--- src/rtl/mdat_tx_pkg.sv ---
package mdat_tx_pkg;

  // Strobes issued by the sequencer to the shifting datapath.
  typedef struct packed {
    logic load;      // capture a new frame, open the first cell
    logic midCell;   // halfway point of the current cell
    logic nextCell;  // close this cell and open the following one
    logic finish;    // last cell closed, frame complete
  } txStrobes_t;

endpackage

--- src/rtl/mdat_tx_ctrl.sv ---
module mdat_tx_ctrl
  import mdat_tx_pkg::*;
#(
  parameter int HALF_DIV   = 5,
  parameter int FRAME_BITS = 28
) (
  input  logic       clk,
  input  logic       rstN,
  input  logic       sendStrobe,
  output logic       busy,
  output txStrobes_t strobes
);

  localparam int DIV_W = (HALF_DIV > 1) ? $clog2(HALF_DIV) : 1;
  localparam int BIT_W = $clog2(FRAME_BITS);
  localparam logic [DIV_W-1:0] DIV_LAST = DIV_W'(HALF_DIV - 1);
  localparam logic [BIT_W-1:0] BIT_LAST = BIT_W'(FRAME_BITS - 1);

  typedef enum logic {ST_IDLE, ST_SEND} txState_t;

  txState_t         state;
  logic [DIV_W-1:0] divCnt;
  logic [BIT_W-1:0] bitCnt;
  logic             secondHalf;
  logic             halfTick;
  logic             lastCell;

  assign halfTick = (state == ST_SEND) && (divCnt == DIV_LAST);
  assign lastCell = (bitCnt == BIT_LAST);

  always_comb begin
    strobes          = '0;
    strobes.load     = (state == ST_IDLE) && sendStrobe;
    strobes.midCell  = halfTick && !secondHalf;
    strobes.nextCell = halfTick && secondHalf && !lastCell;
    strobes.finish   = halfTick && secondHalf && lastCell;
  end

  always_ff @(posedge clk) begin
    if (!rstN) begin
      state      <= ST_IDLE;
      divCnt     <= '0;
      bitCnt     <= '0;
      secondHalf <= 1'b0;
    end else begin
      case (state)
        ST_IDLE: begin
          if (sendStrobe) begin
            state      <= ST_SEND;
            divCnt     <= '0;
            bitCnt     <= '0;
            secondHalf <= 1'b0;
          end
        end
        ST_SEND: begin
          if (halfTick) begin
            divCnt     <= '0;
            secondHalf <= !secondHalf;
            if (secondHalf) begin
              if (lastCell) state <= ST_IDLE;
              else          bitCnt <= bitCnt + 1'b1;
            end
          end else begin
            divCnt <= divCnt + 1'b1;
          end
        end
        default: state <= ST_IDLE;
      endcase
    end
  end

  assign busy = (state == ST_SEND);

endmodule

--- src/rtl/mdat_tx_datapath.sv ---
module mdat_tx_datapath
  import mdat_tx_pkg::*;
#(
  parameter int   TYPE_W     = 8,
  parameter int   DATA_W     = 16,
  parameter bit   ODD_PARITY = 1'b1,
  parameter logic IDLE_LEVEL = 1'b0
) (
  input  logic              clk,
  input  logic              rstN,
  input  txStrobes_t        strobes,
  input  logic [TYPE_W-1:0] typeCode,
  input  logic [DATA_W-1:0] dataWord,
  output logic              lineOut
);

  localparam int BODY_W     = 2 + TYPE_W + DATA_W;
  localparam int FRAME_BITS = BODY_W + 2;

  logic [BODY_W-1:0]     frameBody;
  logic                  parityBit;
  logic [FRAME_BITS-1:0] shiftReg;
  logic                  lineReg;

  assign frameBody = {2'b10, typeCode, dataWord};

  generate
    if (ODD_PARITY) begin : g_odd
      assign parityBit = ~(^frameBody);
    end else begin : g_even
      assign parityBit = ^frameBody;
    end
  endgenerate

  always_ff @(posedge clk) begin
    if (!rstN) begin
      shiftReg <= '0;
      lineReg  <= IDLE_LEVEL;
    end else begin
      if (strobes.load) begin
        shiftReg <= {frameBody, parityBit, 1'b1};
        lineReg  <= ~lineReg;
      end else if (strobes.midCell) begin
        if (shiftReg[FRAME_BITS-1]) lineReg <= ~lineReg;
      end else if (strobes.nextCell) begin
        shiftReg <= {shiftReg[FRAME_BITS-2:0], 1'b0};
        lineReg  <= ~lineReg;
      end else if (strobes.finish) begin
        shiftReg <= '0;
      end
    end
  end

  assign lineOut = lineReg;

endmodule

--- src/rtl/mdat_tx.sv ---
module mdat_tx
  import mdat_tx_pkg::*;
#(
  parameter int   CLK_FREQ_HZ = 100_000_000,
  parameter int   BIT_RATE_HZ = 10_000_000,
  parameter int   TYPE_W      = 8,
  parameter int   DATA_W      = 16,
  parameter bit   ODD_PARITY  = 1'b1,
  parameter logic IDLE_LEVEL  = 1'b0
) (
  input  logic              clk,
  input  logic              rstN,
  input  logic              sendStrobe,
  input  logic [TYPE_W-1:0] typeCode,
  input  logic [DATA_W-1:0] dataWord,
  output logic              lineOut,
  output logic              busy
);

  localparam int RAW_DIV    = CLK_FREQ_HZ / (2 * BIT_RATE_HZ);
  localparam int HALF_DIV   = (RAW_DIV < 1) ? 1 : RAW_DIV;
  localparam int FRAME_BITS = TYPE_W + DATA_W + 4;

  txStrobes_t strobes;

  mdat_tx_ctrl #(
    .HALF_DIV  (HALF_DIV),
    .FRAME_BITS(FRAME_BITS)
  ) u_ctrl (
    .clk       (clk),
    .rstN      (rstN),
    .sendStrobe(sendStrobe),
    .busy      (busy),
    .strobes   (strobes)
  );

  mdat_tx_datapath #(
    .TYPE_W    (TYPE_W),
    .DATA_W    (DATA_W),
    .ODD_PARITY(ODD_PARITY),
    .IDLE_LEVEL(IDLE_LEVEL)
  ) u_datapath (
    .clk     (clk),
    .rstN    (rstN),
    .strobes (strobes),
    .typeCode(typeCode),
    .dataWord(dataWord),
    .lineOut (lineOut)
  );

endmodule

--- config.mk ---
export PLATFORM = sky130hd
export DESIGN_NAME = mdat_tx
export DESIGN_NICKNAME = d
export VERILOG_FILES = /design/src/rtl/mdat_tx_pkg.sv /design/src/rtl/mdat_tx_ctrl.sv /design/src/rtl/mdat_tx_datapath.sv /design/src/rtl/mdat_tx.sv
export SDC_FILE = /design/constraint.sdc
export NUM_CORES = 1
export LEC_CHECK = 0
export BUFFER_PORTS_ARGS = -buffer_cell sky130_fd_sc_hd__buf_4
export CAP_MARGIN = 20
export CORE_MARGIN = 3
export CORE_UTILIZATION = 61
export DETAILED_ROUTE_END_ITERATION = 8
export PLACE_DENSITY = 0.91
export SLEW_MARGIN = 0
export SYNTH_ARGS = -nofsm -noshare
export SYNTH_HDL_FRONTEND = slang
export SYNTH_HIERARCHICAL = 1
export SYNTH_SLANG_ARGS = --single-unit
--- constraint.sdc ---
create_clock -name clk -period 5.56 [get_ports clk]
set_input_delay 0.834 -clock clk [delete_from_list [all_inputs] [get_ports clk]]
set_output_delay 0.834 -clock clk [all_outputs]
set_load 0.03 [all_outputs]
==> results.md, run 1 <==
- Status: complete, no violations
- Count leader, synth: dfxtp_1
- Ys Warns: 6
- Clk pin slew, worst setup/hold paths: 0.12 ns
- Fin Clk Skew: 0.00930 ns
- Synth cell types: 41
- Synth Cell Area: 2030 um2
- Lkg Pwr: 0.000854 uW
- Crit path max fanout: 17
- DPL Wire Length: 2780 um
- Max Transition Viols Final: 0
- Async SR Flop Fraction: 0%
- DRT Pass-1 Iters: 4
- Die Y-Extent: 63.6 um
- Total Routed Length: 4100 um
- Core ar.: 3100 um2
- Gr usage total: 22.0%
- Global-route wire length before repair: 6990 um
- Clock tree from TritonCTS: yes
- # fillers: 251
- Post-synth top cells: dfxtp_1, nand2_1, a22oi_1, and2_1, o21ai_0
- CTS max path bufs: 2
- Mapped Nets: 268
- Final nets: 289
- Die width: 63.6 um
- Drt drc: 0
- Share of layout cells above drive strength 1: 15.0%
- Sequential share of the synthesized area: 38.5%
- Fmax: 0.375 GHz
- Number of synthesized flops with an enable pin: 0
- TNS Setup: 0 ns
- Inst Count DP: 296
- Hold Vio Cnt, Final: 0
- Dpl ws: 2.99 ns
- Initial antenna violation count: 0
- Share of Yosys cell area claimed by the top area cell type: 38.5%
- PwrDens: 244 nW/um2
- Biggest area consumer among synthesized cells: dfxtp_1
- TritonCTS buffer count: 5
- Htree depth: 2
- Largest net degree at the start of global routing: 55
- Slowest CP cell: nor2b_1
- Vias per cell: 5.63
- CP peak stage delay: 0.65 ns
- Setup Buffers After CTS: 0
- Final period util: 47.9%
- Clk sinks: 39
- PnR worst setup slack: 2.90 ns
- Setup crit end kind: flop
- Area Overhead vs Synth: 13.1%
- # setup viols final: 0
- Gr ovfl total: 0
- Setup Crit Path Kind: reg2reg
- Crit-path leading delay family: simple AND/OR/NAND/NOR gates
- Crit path launch type: flop
- Vias: 1710
- Buffers added on ports: 28
- Crit-path cells: inv_1 > ha_1 > nand4_2 > nor2_1 > nor2b_1 > buf_4 > a22oi_1 > o21ai_0 > and2_1
- Initial Util: 65.3%
- Critical Path AT: 2.97 ns
- # IOs: 29
- Hold-fix buffers, CTS: 0
- Global placement routability congestion: 0.820
- VDD IR-drop max: 0.162 mV
- Worst skew pair latency: 0.35 ns
- Iteration-0 DRC Markers: 242
- Clock root buffer: clkbuf_4
- Sum of buffers and inverters on the critical path: 2
- Fin cells: 304
- Primary FF master, synth: dfxtp_1
- Cells after synthesis: 238
- Crit path time final: 2.66 ns
- Vias in the first global route: 1597
- Hold WS: 0.530 ns
- RSZ-0062 raised after global routing: no
- CP Data Required Time: 5.87 ns
- Hold crit path type: reg2reg
- Post-CTS sizing: 0
- Max_slew headroom: 29.7%
- Mean post-synth cell area: 8.51 um2
- Synth area leaders: dfxtp_1, a22oi_1, xnor2_1, and2_1, o21ai_0
- FF+latch area: 781 um2
- Max-cap viol count: 0
- Rows: 20
- ANT cells: 0
- WL/cell: 13.5 um
- Area of the die: 4050 um2
- Final ANT Viol Nets: 0
- #FFs+latches synth: 39
- Multi-input gate area: 1160 um2
- Least-Margin Pin Slew: 1.05 ns
[tightest hold or removal path: stages, from the launching register on]
cell and delay [ns]:
dfxtp_1 0.33, a21oi_1 0.12, nor2b_1 0.05
[layout make-up]
| cell class | instances | area share, % |
|---|---|---|
| Inverter | 5 | 0.819 |
| Timing Repair Buffer | 30 | 9.83 |
| Sequential cell | 39 | 34.1 |
| Multi-Input combinational cell | 178 | 50.5 |
| Tap cell | 44 | 2.40 |
| Clock inverter | 2 | 0.546 |
| Clock buffer | 6 | 1.80 |
[power breakdown]
| part | internal, uW | leakage, uW | switching (uW) |
|---|---|---|---|
| registers | 294 | 0.000319 | 9.47 |
| clock network | 48.8 | 0.0000282 | 92.4 |
| logic | 63.8 | 0.000507 | 50.3 |
[layer usage]
metal | vias up | share of wire, % | track usage [%]
met3 | 11 | 4.1 | 5.35
met1 | 777 | 47 | 27.6
met4 | 0 | 2.3 | 12.4
met2 | 39 | 47 | 34.2
li1 | 883 | - | -
met5 | - | 0 | 0
[cells in the final DEF (no fill, tap or decap), types with 2 or more instances in the layout]
cell,n
a22oi_1,25
and2_1,25
or4_1,2
dfxtp_1,39
ha_1,3
nor3b_1,3
o211ai_1,4
xor2_1,3
a21oi_1,6
a31oi_1,2
nand2_1,28
xnor2_1,19
inv_1,4
o21a_1,2
clkbuf_4,5
nor2b_1,3
buf_4,30
nand3_1,4
nor2_1,6
o21ai_0,25
[kinds of logic (layout without fill, tap and decap cells)]
group / after synthesis / count (layout) / synth area share (%)
muxes: 1 / 1 / 0.494
buffers and inverters: 21 / 43 / 4.32
DFF: 39 / 39 / 38.5
and+or+nand+nor: 80 / 80 / 21.3
xor gates and xnor gates: 23 / 23 / 10.6
adders and majority gates: 3 / 3 / 1.85
AOI/OAI and AO/OA: 71 / 71 / 22.9
[final timing paths]
path | from | endpoint | slack [ns] | depth (start not counted)
worst max-delay path | u_ctrl/divCnt[0] | u_datapath/shiftReg[14] | 2.90 | 9
worst min-delay path | u_datapath/shiftReg[0] | u_datapath/shiftReg[0] | 0.53 | 2
worst max register to register | u_ctrl/divCnt[0] | u_datapath/shiftReg[14] | 2.90 | 9
worst min register to register | u_datapath/shiftReg[0] | u_datapath/shiftReg[0] | 0.53 | 2
[through the flow]
step	util, %	area, um2	power, uW
floorplan	-	2030	389
global placement	72.1	2240	420
detailed placement	72.1	2240	423
CTS	73.8	2290	562
global route	73.8	2290	588
finish	73.8	2290	559
[sequential cells by signal, summed over array words and instances, names as in the netlist]
signal and flops:
u_datapath/lineOut 1, u_ctrl/busy 1, u_ctrl/divCnt 3, u_datapath/shiftReg 28
u_ctrl/secondHalf 1, u_ctrl/bitCnt 5
(Power assumes the default switching activity.)
==> run 2: changes to the inputs <==
--- a/config.mk
+++ b/config.mk
@@ -8,9 +8,9 @@
 export BUFFER_PORTS_ARGS = -buffer_cell sky130_fd_sc_hd__buf_4
 export CAP_MARGIN = 20
 export CORE_MARGIN = 3
-export CORE_UTILIZATION = 61
+export CORE_UTILIZATION = 51
 export DETAILED_ROUTE_END_ITERATION = 8
-export PLACE_DENSITY = 0.91
+export PLACE_DENSITY = 0.82
 export SLEW_MARGIN = 0
 export SYNTH_ARGS = -nofsm -noshare
 export SYNTH_HDL_FRONTEND = slang
==> constraint.sdc (replaced) <==
create_clock -name clk -period 2.41 [get_ports clk]
set_input_delay 0.3615 -clock clk [delete_from_list [all_inputs] [get_ports clk]]
set_output_delay 0.3615 -clock clk [all_outputs]
set_load 0.03 [all_outputs]
==> run 2 against run 1 <==
Net effect: via count rose by 2.0%; global-route usage down 4.6 points; highest routed layer unchanged; register-to-register slack worse by 2.7 ns; cell area grew 2.3%; sequential power grew 130%; sequential share of layout area shrank 0.76 points; combinational power grew 130%; clock-buffer cell count grew 1.
==> results.md, run 2 (synthesis gave the netlist of run 1 again) <==
- Hold crit path type: in2reg
- # IOs: 29
- ANT cells: 0
- Vias per cell: 5.66
- TritonCTS buffer count: 5
- Post-CTS sizing: 1
- Buffers added on ports: 28
- Iteration-0 DRC Markers: 162
- Global placement routability congestion: 0.778
- Share of layout cells above drive strength 1: 14.6%
- Area Overhead vs Synth: 15.7%
- VDD IR-drop max: 0.393 mV
- Setup Crit Path Kind: reg2reg
- Initial antenna violation count: 0
- Post-DP Area: 2250 um2
- Largest registers: u_datapath/shiftReg (28), u_ctrl/bitCnt (5), u_ctrl/divCnt (3)
- Number of flip-flops under the largest register name: 28
- Clk sinks: 39
- Fin Clk Skew: 0.00363 ns
- Hold-fix buffers, CTS: 0
- Global-route wire length before repair: 6880 um
- Rows: 22
- # fillers: 342
- Hold Vio Cnt, Final: 0
- DPL Wire Length: 2830 um
- Least-Margin Pin Slew: 0.736 ns
- Vias in the first global route: 1552
- Slowest CP cell: o21bai_4
- Most frequent cells in the layout: dfxtp_1, buf_4, nand2_1
- Setup Buffers After CTS: 0
- PnR worst setup slack: 0.205 ns
- DRT Pass-1 Iters: 5
- Worst skew pair latency: 0.28 ns
- Crit path time final: 2.21 ns
- Status: complete, no violations
- Dpl ws: -0.0554 ns
- Final nets: 289
- Crit path max fanout: 28
- Crit path launch type: flop
- Vias: 1744
- Final period util: 91.5%
- PwrDens: 589 nW/um2
- Htree depth: 2
- Largest net degree at the start of global routing: 33
- CP Data Required Time: 2.64 ns
- Critical Path AT: 2.44 ns
- Core ar.: 3740 um2
- Initial Util: 54.1%
- # setup viols final: 0
- Post-route cell area: 2340 um2
- Clock tree from TritonCTS: yes
- Fmax: 0.454 GHz
- Die width: 69.0 um
- Drt drc: 0
- WL/cell: 13.3 um
- RSZ-0062 raised after global routing: no
- Area of the die: 4760 um2
- Lkg Pwr: 0.000874 uW
- Clock root buffer: clkbuf_8
- Setup crit end kind: flop
- CTS max path bufs: 2
- Gr ovfl total: 0
- Max-cap viol count: 0
- Max_slew headroom: 50.9%
- Clk pin slew, worst setup/hold paths: 0.07 ns
- Largest reg by FF count: u_datapath/shiftReg
- Die Y-Extent: 69.0 um
- Total Routed Length: 4090 um
- Max Transition Viols Final: 0
- Final ANT Viol Nets: 0
- Commonest non-fill, non-tap cell in the layout: dfxtp_1
- Gr usage total: 17.3%
- Crit-path cells: ha_1 > and4b_1 > nor2_1 > o21bai_4 > a22oi_1 > o21ai_0 > and2_1
- CP peak stage delay: 0.55 ns
[run 2: changes by cell type in the layout (fill, tap and decap cells not counted)]
cell	previous run	this run
buf_12	0	1
clkinvlp_4	1	0
clkbuf_8	0	5
o21bai_2	1	0
o21bai_4	0	1
buf_4	30	29
clkbuf_1	1	2
clkbuf_4	5	0
[run 2: area by class of cell]
cell class / instances / area, um2 / share of cell area, %
multi-input combinational: 178 / 1160 / 49.7
tap: 48 / 60.1 / 2.56
clock buffer: 7 / 76.3 / 3.26
clock inverter: 1 / 5.00 / 0.214
sequential: 39 / 781 / 33.3
inverter: 5 / 18.8 / 0.801
timing repair buffer: 30 / 238 / 10.1
[run 2: power breakdown]
| part | internal (uW) | leakage [uW] | switching [uW] |
|---|---|---|---|
| registers | 679 | 0.000319 | 21.8 |
| logic | 150 | 0.000513 | 116 |
| clock network | 203 | 0.0000422 | 210 |
| total | 1030 | 0.000874 | 348 |
[run 2: stage by stage]
step / total power (uW) / setup TNS, ns / hold slack (ns) / util [%] / cells
floorplan: 898 / 0 / 0.471 / - / 238
global placement: 974 / 0 / 0.494 / 60.2 / 300
detailed placement: 980 / -0.287 / 0.513 / 60.2 / 300
CTS: 1400 / 0 / 0.387 / 62.6 / 308
global route: 1450 / 0 / 0.390 / 62.6 / 308
finish: 1380 / 0 / 0.399 / 62.6 / 308
[run 2: worst paths after layout]
check	from	to	slack, ns	cells after the start
worst max-delay path	u_ctrl/bitCnt[0]	u_datapath/shiftReg[9]	0.20	7
worst min-delay path	typeCode[2]	u_datapath/shiftReg[20]	0.40	4
worst max register to register	u_ctrl/bitCnt[0]	u_datapath/shiftReg[9]	0.20	7
worst min register to register	u_ctrl/bitCnt[0]	u_ctrl/bitCnt[0]	0.52	1
[run 2: worst max-delay path, delay by kind of cell, from the launching register on]
kind            cells  cell delay (ns)
flops               1             0.37
simple gates        3             0.59
compound gates      3             0.94
fa+ha+maj           1             0.24
[run 2: per-layer routing]
metal | global-route usage, % | up-vias | share of wire [%]
met5 | 0 | - | 0
met4 | 5.21 | 0 | 0.22
met3 | 5.10 | 2 | 5.2
met2 | 26.5 | 51 | 48
met1 | 23.6 | 812 | 47
li1 | - | 879 | -
==> run 3: changes to the inputs <==
--- a/config.mk
+++ b/config.mk
@@ -10,7 +10,10 @@
 export CORE_MARGIN = 3
 export CORE_UTILIZATION = 51
 export DETAILED_ROUTE_END_ITERATION = 8
+export GPL_TIMING_DRIVEN = 1
+export HOLD_SLACK_MARGIN = 0.1
 export PLACE_DENSITY = 0.82
+export REMOVE_ABC_BUFFERS = 1
 export SLEW_MARGIN = 0
 export SYNTH_ARGS = -nofsm -noshare
 export SYNTH_HDL_FRONTEND = slang
==> run 3 against run 2 <==
Net effect: power up 10%; clock power up 35%; wire length down 2.8%; critical path depth up 2; via count down 4.2%; die area unchanged; register-to-register slack better by 0.13 ns; sequential power about the same; clock skew up 0.0071 ns; largest power group unchanged.
==> results.md, run 3 (synthesis gave the netlist of run 1 again) <==
- Status: complete, no violations
- DPL Wire Length: 2740 um
- Largest reg by FF count: u_datapath/shiftReg
- Max-cap viol count: 0
- Setup Buffers After CTS: 0
- Core ar.: 3740 um2
- Hold Vio Cnt, Final: 0
- Final ANT Viol Nets: 0
- Critical Path AT: 2.23 ns
- FF-to-FF Start: u_ctrl/divCnt[0]
- Die width: 69.0 um
- Gr usage total: 17.4%
- Clk pin slew, worst setup/hold paths: 0.08 ns
- Most frequent cells in the layout: dfxtp_1, buf_4, nand2_1
- WL/cell: 12.8 um
- CTS max path bufs: 2
- Fin Clk Skew: 0.0107 ns
- Power after layout: 1520 uW
- Total Routed Length: 3970 um
- Max Transition Viols Final: 0
- Area Overhead vs Synth: 17.9%
- Area of the die: 4760 um2
- Die Y-Extent: 69.0 um
- Gr ovfl total: 0
- PwrDens: 637 nW/um2
- VDD IR-drop max: 0.384 mV
- Clk sinks: 39
- Fmax: 0.483 GHz
- Number of flip-flops under the largest register name: 28
- Clock root buffer: clkbuf_8
- Rows: 22
- Share of layout cells above drive strength 1: 16.0%
- TNS Setup: 0 ns
- RSZ-0062 raised after global routing: no
- # IOs: 29
- GR Util met1: 21.0%
- Max_slew headroom: 71.2%
- Commonest non-fill, non-tap cell in the layout: dfxtp_1
- Worst skew pair latency: 0.29 ns
- RR Endpoint: u_datapath/shiftReg[1]
- Post-DP Area: 2270 um2
- Global-route wire length before repair: 6960 um
- Clock tree from TritonCTS: yes
- Met3 usage: 4.52%
- TritonCTS buffer count: 5
- Vias: 1670
- Htree depth: 2
- Crit path launch type: flop
- Iteration-0 DRC Markers: 135
- Worst Setup SP: u_ctrl/divCnt[0]
- Flop2flop setup slack: 0.34 ns
- ANT cells: 0
- Post-route cell area: 2390 um2
- Largest net degree at the start of global routing: 33
- Initial Util: 54.1%
- Largest registers: u_datapath/shiftReg (28), u_ctrl/bitCnt (5), u_ctrl/divCnt (3)
- Met2 Use GR: 29.7%
- Initial antenna violation count: 0
- Final Core Density: 63.8%
- Vias per cell: 5.39
- Setup crit end kind: flop
- Crit path max fanout: 28
- Post-CTS sizing: 0
- Final period util: 85.9%
- R2r worst-path depth: 9
- Vias in the first global route: 1625
- Gr busiest metal: met2
- Setup Crit Path Kind: reg2reg
- # setup viols final: 0
- Least-Margin Pin Slew: 0.431 ns
- Crit path time final: 2.07 ns
- Hold-fix buffers, CTS: 0
- Lkg Pwr: 0.000899 uW
- DRT Pass-1 Iters: 4
- Critical path endpoint: u_datapath/shiftReg[1]
- # fillers: 335
- Buffers added on ports: 28
- CP Data Required Time: 2.57 ns
- Drt drc: 0
- Hold crit path type: in2reg
- Global placement routability congestion: 0.930
- Final nets: 291
-- run 3: cell count changes in the layout (fill, tap and decap cells not counted), sizes merged --
cell,delta
buf,+2
clkbuf,-1
bufinv,+1
-- run 3: power by group --
part	switching [uW]	internal [uW]
Sequential	22.4	679
Combinational	116	149
Clock	221	335
-- run 3: per-layer routing --
| layer | vias up | share of wire, % |
|---|---|---|
| li1 | 879 | - |
| met1 | 761 | 48 |
| met2 | 28 | 47 |
| met3 | 2 | 3.6 |
| met4 | 0 | 0.48 |
| met5 | - | 0 |
-- run 3: cell type report --
| type | instances | area (um2) | share of cell area [%] |
|---|---|---|---|
| flip-flops and latches | 39 | 781 | 32.7 |
| repair buffers | 32 | 253 | 10.6 |
| clock buffers | 6 | 82.6 | 3.46 |
| inverters | 5 | 18.8 | 0.786 |
| clock inverters | 2 | 35.0 | 1.47 |
| multi-input cells | 178 | 1160 | 48.5 |
| well taps | 48 | 60.1 | 2.52 |
-- run 3: worst max-delay path, cell delays in order, from the launching register on --
cell      delay [ns]
dfxtp_1         0.31
inv_1           0.08
ha_1            0.25
nand4_2         0.26
nor2_1          0.23
o21bai_2        0.09
buf_4           0.22
a221o_1         0.37
nand2_1         0.08
a21oi_1         0.05
-- run 3: worst min-delay path by stage --
stage / endpoint / cells after the start / startpoint
finish: u_datapath/shiftReg[19] / 4 / typeCode[1]
global route: u_datapath/shiftReg[24] / 4 / typeCode[6]
CTS: u_datapath/shiftReg[3] / 4 / dataWord[1]
detailed placement: u_datapath/shiftReg[0] / 2 / u_datapath/shiftReg[0]
global placement: u_ctrl/bitCnt[0] / 1 / u_ctrl/bitCnt[0]
floorplan: u_ctrl/bitCnt[0] / 1 / u_ctrl/bitCnt[0]
-- run 3: stage by stage --
step	hold WS (ns)	setup slack, ns	instances
after CTS	0.391	0.358	310
final	0.396	0.339	310
after global routing	0.408	0.135	310
after floorplan	0.476	-0.241	222
after detailed placement	0.523	0.367	302
after global placement	0.493	0.457	302
